### src/rtl/seg7_pkg.sv
package seg7_pkg;
  localparam int CODE_W = 4;
  localparam int SEG_N  = 7;

  typedef logic [CODE_W-1:0] code_t;
  typedef logic [SEG_N-1:0]  seg_t;

  // code that lights nothing; used as reset contents of the hold register
  localparam code_t DARK_CODE = code_t'(15);
endpackage

### src/rtl/seg7_code_hold.sv
module seg7_code_hold #(
  parameter int                     W       = 4,
  parameter logic [W-1:0]           RST_VAL = '1
) (
  input  logic         clk,
  input  logic         rst_n,
  input  logic         load_en,
  input  logic [W-1:0] d,
  output logic [W-1:0] q
);
  logic [W-1:0] q_nxt;

  always_comb begin
    q_nxt = q;
    if (load_en) q_nxt = d;
  end

  always_ff @(posedge clk or negedge rst_n) begin
    if (!rst_n) q <= RST_VAL;
    else        q <= q_nxt;
  end
endmodule

### src/rtl/seg7_glyph.sv
module seg7_glyph
  import seg7_pkg::*;
(
  input  code_t code,
  output seg_t  raw
);
  // bit order gfedcba
  always_comb begin
    unique case (code)
      code_t'(0): raw = 7'b0111111;
      code_t'(1): raw = 7'b0000110;
      code_t'(2): raw = 7'b1011011;
      code_t'(3): raw = 7'b1001111;
      code_t'(4): raw = 7'b1100110;
      code_t'(5): raw = 7'b1101101;
      code_t'(6): raw = 7'b1111101;
      code_t'(7): raw = 7'b0000111;
      code_t'(8): raw = 7'b1111111;
      code_t'(9): raw = 7'b1101111;
      default:    raw = '0;
    endcase
  end
endmodule

### src/rtl/seg7_polarity.sv
module seg7_polarity #(
  parameter int N = 7
) (
  input  logic [N-1:0] raw,
  input  logic         blank,
  input  logic         invert,
  output logic [N-1:0] drive
);
  // blanking first, then the polarity swap, one gate pair per line
  for (genvar i = 0; i < N; i++) begin : g_line
    logic lit;
    assign lit      = raw[i] & ~blank;
    assign drive[i] = lit ^ invert;
  end
endmodule

### src/rtl/seg7_lcd_decoder.sv
module seg7_lcd_decoder
  import seg7_pkg::*;
#(
  parameter code_t RESET_CODE = DARK_CODE
) (
  input  logic              clk,
  input  logic              rst_n,
  input  logic [CODE_W-1:0] bcd_i,
  input  logic              pass_i,
  input  logic              blank_i,
  input  logic              phase_i,
  output logic [SEG_N-1:0]  seg_o
);
  code_t held_code;
  seg_t  raw_seg;

  seg7_code_hold #(.W(CODE_W), .RST_VAL(RESET_CODE)) u_hold (
    .clk     (clk),
    .rst_n   (rst_n),
    .load_en (pass_i),
    .d       (bcd_i),
    .q       (held_code)
  );

  seg7_glyph u_glyph (
    .code (held_code),
    .raw  (raw_seg)
  );

  seg7_polarity #(.N(SEG_N)) u_pol (
    .raw    (raw_seg),
    .blank  (blank_i),
    .invert (phase_i),
    .drive  (seg_o)
  );
endmodule

### config.mk
export PLATFORM = sky130hd
export DESIGN_NAME = seg7_lcd_decoder
export DESIGN_NICKNAME = d
export VERILOG_FILES = /design/src/rtl/seg7_pkg.sv /design/src/rtl/seg7_code_hold.sv /design/src/rtl/seg7_glyph.sv /design/src/rtl/seg7_polarity.sv /design/src/rtl/seg7_lcd_decoder.sv
export SDC_FILE = /design/constraint.sdc
export NUM_CORES = 1
export LEC_CHECK = 0
export ABC_AREA = 0
export CORE_AREA = 2 2 39 41
export CTS_CLUSTER_SIZE = 12
export DETAILED_ROUTE_END_ITERATION = 8
export DIE_AREA = 0 0 41 43
export GPL_TIMING_DRIVEN = 0
export HOLD_SLACK_MARGIN = 0.03
export PLACE_DENSITY_LB_ADDON = 0.2
export SYNTH_ARGS = -nofsm -noshare
export SYNTH_HDL_FRONTEND = slang
export SYNTH_HIERARCHICAL = 1
export SYNTH_SLANG_ARGS = --single-unit
export TNS_END_PERCENT = 10
### constraint.sdc
create_clock -name clk -period 1.6 [get_ports clk]
set_input_delay 0.16 -clock clk [delete_from_list [all_inputs] [get_ports clk]]
set_output_delay 0.16 -clock clk [all_outputs]
set_load 0.005 [all_outputs]
Word-level counts from Yosys, hierarchy flattened:

Memories as Yosys holds them, arrays and structs flattened.
Cells that the tools add are included.

* input port bits: 9
* word-level logic and storage cells: 17
* output and inout port bits: 7
* flip-flop bits (word level): 4
* memory bits (read-only): 112
* memories: 1

Memory list
* (name not given): depth 16, bits a word 7, rd ports 1, clocked after Yosys merged registers in 0, wr ports 0, RTL line seg7_glyph.sv:9 `unique case (code)`

* bitwise gates (word level): 15

Operators with widths (number)
* AND 1 bit: 7
* bitwise XOR 1 bit: 7
* inverter 1 bit: 1

Longest topological paths before layout:

Gate-level depths: netlist of run 1.

* depth in word-level cells: 3
* depth in mapped cells: 7

Hierarchy:

Netlist of run 1, hierarchy kept.

By module, submodules not included
* seg7_glyph: area an instance 201.4 um^2, times used 1, cells each 26, sequential area each 0.0 um^2
* seg7_code_hold: area an instance 150.1 um^2, times used 1, cells each 8, sequential area each 105.1 um^2
* seg7_polarity: area an instance 120.1 um^2, times used 1, cells each 15, sequential area each 0.0 um^2

Least setup slack after synthesis of run 1:

Ideal clock, no wire load.

* kind: register to output
* start point: register u_hold.q[1]
* end point: output seg_o[3]
* data arrival time: 1.498 ns
* required time: 1.440 ns
* path buffers: 0
* stages on the path, launching flop included: 7
* path slack: -0.058 ns
* cells stage by stage: dfstp_2 inv_1 ha_1 inv_1 o21ai_0 nand2b_4 xnor2_1

* longest elaborated chain between the ends: 3

Ends and longest elaborated chain
* start: declaration: RTL line seg7_code_hold.sv:9 `output logic [W-1:0] q`
* start signal: assignment: RTL line seg7_code_hold.sv:20 `else q <= q_nxt;`
* memory (16 x 7 bit)
* net raw_seg[3]: RTL line seg7_lcd_decoder.sv:15 `seg_t raw_seg;`
* AND 1 bit: RTL line seg7_polarity.sv:12 `assign lit = raw[i] & ~blank;`
* bitwise XOR 1 bit: RTL line seg7_polarity.sv:13 `assign drive[i] = lit ^ invert;`
* end: declaration: RTL line seg7_lcd_decoder.sv:12 `output logic [SEG_N-1:0] seg_o`

The timed path passes the listed nets, and every way through them passes these cells.

Final worst setup path of run 1:

* start point: register u_hold.q[0]
* end point: output seg_o[3]

Same word-level chain as after synthesis.

==> run_results.csv, run 1 <==
group,metric,value,unit
run_status,failing_checks,"negative setup slack",
sta,finalWorstPathRequiredPeriod,1.778,ns
layout,areaGrowthSynthToFinish,53.32,%
die,die_x,41,microns
die,row_count,14,
die,top_level_ports,16,
logic_synthesis,synth_fa_ha_area_frac,0.1592,
sta,relSlewSlack,0.8741,
placement,routabilityCongestion,0.7896,
sta,timing.hold.ws,0.3331,ns
logic_synthesis,post_synth_instance_area,471.7,sq um
clock_tree,clk-insertion-delay-late,0.24,ns
logic_synthesis,syn_inst,49,
logic_synthesis,synth_xor_area_frac,0.1485,
run_status,run_status,"finished, violations left",
global_route,grt_use_total,0.1270,
clock_tree,htree_levels,1,
die,design.core.area,1384,sq um
clock_tree,cts-root-buf,"clkbuf_4",
sta,rsz0062_at_grt,"yes",
detailed_routing,number_of_vias_after_detailed_routing,394,
layout,layout.filler_cells,135,
detailed_routing,vias_per_cell,4.581,
logic_synthesis,compound_gate_fraction_of_synth_area,0.1645,
detailed_routing,drt-total-wl,892,microns
global_route,antenna_found_initial,0,
clock_tree,clk_path_buf_depth,2,
clock_tree,number_of_clock_buffers_inserted_by_tritoncts,3,
power_and_ir_drop,cellPowerDensity,713.0,nW/um^2
layout,largestRegisters,"u_hold/q: 4 flops",
die,fp.dieArea,1763,sq um
sta,hold_viol,0,
clock_tree,clk_transition_reported_paths,0.04,ns
power_and_ir_drop,design_power_total,0.5156,mW
sta,final_min_period_over_clock_period,1.112,
worst_setup_path,crit_type,"reg2out",
layout,proportion_of_layout_cells_with_a_drive_suffix_above_1,0.6143,
logic_synthesis,postSynth.asyncResetShare,1.000,
detailed_routing,drt_first_pass_iters,2,
detailed_routing,drt_iter0_markers,3,
worst_setup_path,critical_path.startpoint_type,"register",
clock_tree,numClockSinks,4,
global_route,grt_pass1_vias,353,
detailed_routing,drt-wirelength-per-cell,10.37,microns
power_and_ir_drop,power.static_leakage,0.3086,nW
global_route,grt_start_max_net_pins,8,
global_route,grt.overflow.total,0,
logic_synthesis,synthesis.yosys.warnings,6,
global_route,grt_first_pass_wirelength,1469,microns
die,initial_core_util,0.3409,
worst_setup_path,critical_path_peak_fanout,4,
logic_synthesis,synth_edf_count,0,
worst_setup_path,critical_path_arrival,1.62,ns
placement,buffer_ports.inserted,14,
sta,finalSetupViolations,7,
layout,leading_cell_types_in_the_layout_fill_and_taps_excluded,"clkdlybuf4s50_1 (7), buf_2 (7), xnor2_1 (7)",
sta,maxClockFrequency,562.3,MHz
logic_synthesis,synth_top_flop_cell,"dfstp_2",
die,die_h,43,microns
logic_synthesis,post_synth_and_or_nand_nor_area_fraction,0.1538,
detailed_routing,drc,0,
detailed_routing,detail-route-antenna-nets,0,
layout,nets,87,
sta,worst_slack,-0.1785,ns
logic_synthesis,yosys-mux-area-fraction,0.09549,
logic_synthesis,synth.net_count,64,
clock_tree,tritoncts_clock_tree,"yes",
power_and_ir_drop,irDropWorstVdd,445.7,uV
layout,antenna_cells,0,
logic_synthesis,synth_top_family_by_area,"compound AO/OA/AOI/OAI gates",
logic_synthesis,synth.avg_cell_area,9.627,sq um
logic_synthesis,yosys_register_bits,4,
worst_setup_path,reg2reg_setup_slack,0.61,ns
layout,largest_register_ff_count,4,
logic_synthesis,synth_cell_types,19,
flow_run,cap_violations,0,
sta,worst-slew-pin-transition,0.1882,ns
placement,post-dp-hpwl,638,microns
worst_setup_path,worst_setup_ep_type,"primary output",
logic_synthesis,synth-seq-area-share,0.2228,
sta,final_max_slew_viol_count,0,
sta,clock_skew,0,ns
worst_setup_path,cp.required,1.44,ns
layout,largest-register,"u_hold/q",
worst_hold_path,hold_path.class,"in2async",
## what timing repair did
action,4_1_cts,5_1_grt
endpoints found under the setup margin,7,7
endpoints found under the hold margin,0,0
hold buffers,0,0
setup buffers,4,0
pin swaps,9,4
gates resized for setup,46,5
## critical path: stages (launching register included)
cell and delay, ns:
dfstp_2 0.56, inv_4 0.06, ha_4 0.27, inv_2 0.03, o21ai_2 0.15, nand2b_4 0.07, xnor2_2 0.12, buf_2 0.12
## Yosys cell counts, drive strengths merged, types with 2 or more instances
library cell | number | area (sq um)
xnor2 | 8 | 70.07
nand2b | 7 | 51.30
ha | 6 | 75.07
inv | 5 | 18.77
o21ai | 5 | 28.78
dfstp | 4 | 105.1
mux2 | 4 | 45.04
a21oi | 2 | 13.76
o22ai | 2 | 18.77
## cells by family after synthesis
kind of cell | Yosys count
AOI/OAI and AO/OA | 11
xor gates and xnor gates | 8
adders and majority gates | 6
buffers and inverters | 6
DFF | 4
muxes | 4
and+or+nand+nor | 10
## per-stage QoR
step | std cells | setup TNS, ns | util | instance area, sq um | setup slack, ns
3_5_place_dp | 79 | -2.930 | 0.4566 | 631.9 | -0.5358
6_report | 86 | -0.8805 | 0.5226 | 723.2 | -0.1785
4_1_cts | 86 | -1.009 | 0.5090 | 704.4 | -0.1798
2_1_floorplan | 49 | 0 | - | 471.7 | 0.02564
3_3_place_gp | 79 | -2.848 | 0.4566 | 631.9 | -0.5400
5_1_grt | 86 | -1.545 | 0.5226 | 723.2 | -0.2607
## cell type report
cell class / count / area (sq um) / share of cell area
tap: 16 / 20.02 / 0.02768
inverter: 5 / 23.77 / 0.03287
buffer: 1 / 7.507 / 0.01038
sequential: 4 / 105.1 / 0.1453
clock buffer: 3 / 22.52 / 0.03114
multi-input combinational: 39 / 401.6 / 0.5554
timing repair buffer: 18 / 142.6 / 0.1972
## final timing paths
| path | from | endpoint | cells past startpoint |
|---|---|---|---|
| hold / removal | rst_n | u_hold/q[2]$_DFFE_PN1P_ | 1 |
| min in group clk | bcd_i[0] | u_hold/q[0]$_DFFE_PN1P_ | 2 |
| setup reg to reg | u_hold/q[1]$_DFFE_PN1P_ | u_hold/q[1]$_DFFE_PN1P_ | 3 |
| hold reg to reg | u_hold/q[2]$_DFFE_PN1P_ | u_hold/q[2]$_DFFE_PN1P_ | 1 |
| setup / recovery | u_hold/q[0]$_DFFE_PN1P_ | seg_o[3] | 7 |
| max in group asynchronous | rst_n | u_hold/q[1]$_DFFE_PN1P_ | 1 |
## layer usage
layer | routed length (microns) | global-route usage | up-vias
li1 | - | - | 205
met1 | 318 | 0.1401 | 173
met2 | 484 | 0.1938 | 14
met3 | 80 | 0.04712 | 2
met4 | 9 | 0.08000 | 0
met5 | 0 | 0 | -
## power by group
group	internal (mW)	leakage, nW	switching [mW]
registers	0.120	0.0421	0.0187
clock network	0.0838	0.0138	0.0406
logic	0.141	0.253	0.111
total	0.346	0.309	0.170
No activity file was read; power rests on OpenSTA's default activity.
==> run 2, diff against run 1 <==
- ABC_AREA: 0 -> unset
- HOLD_SLACK_MARGIN: 0.03 -> unset
==> results of run 2 <==
No change in the layout: final DEF, timing and power equal those of run 1.
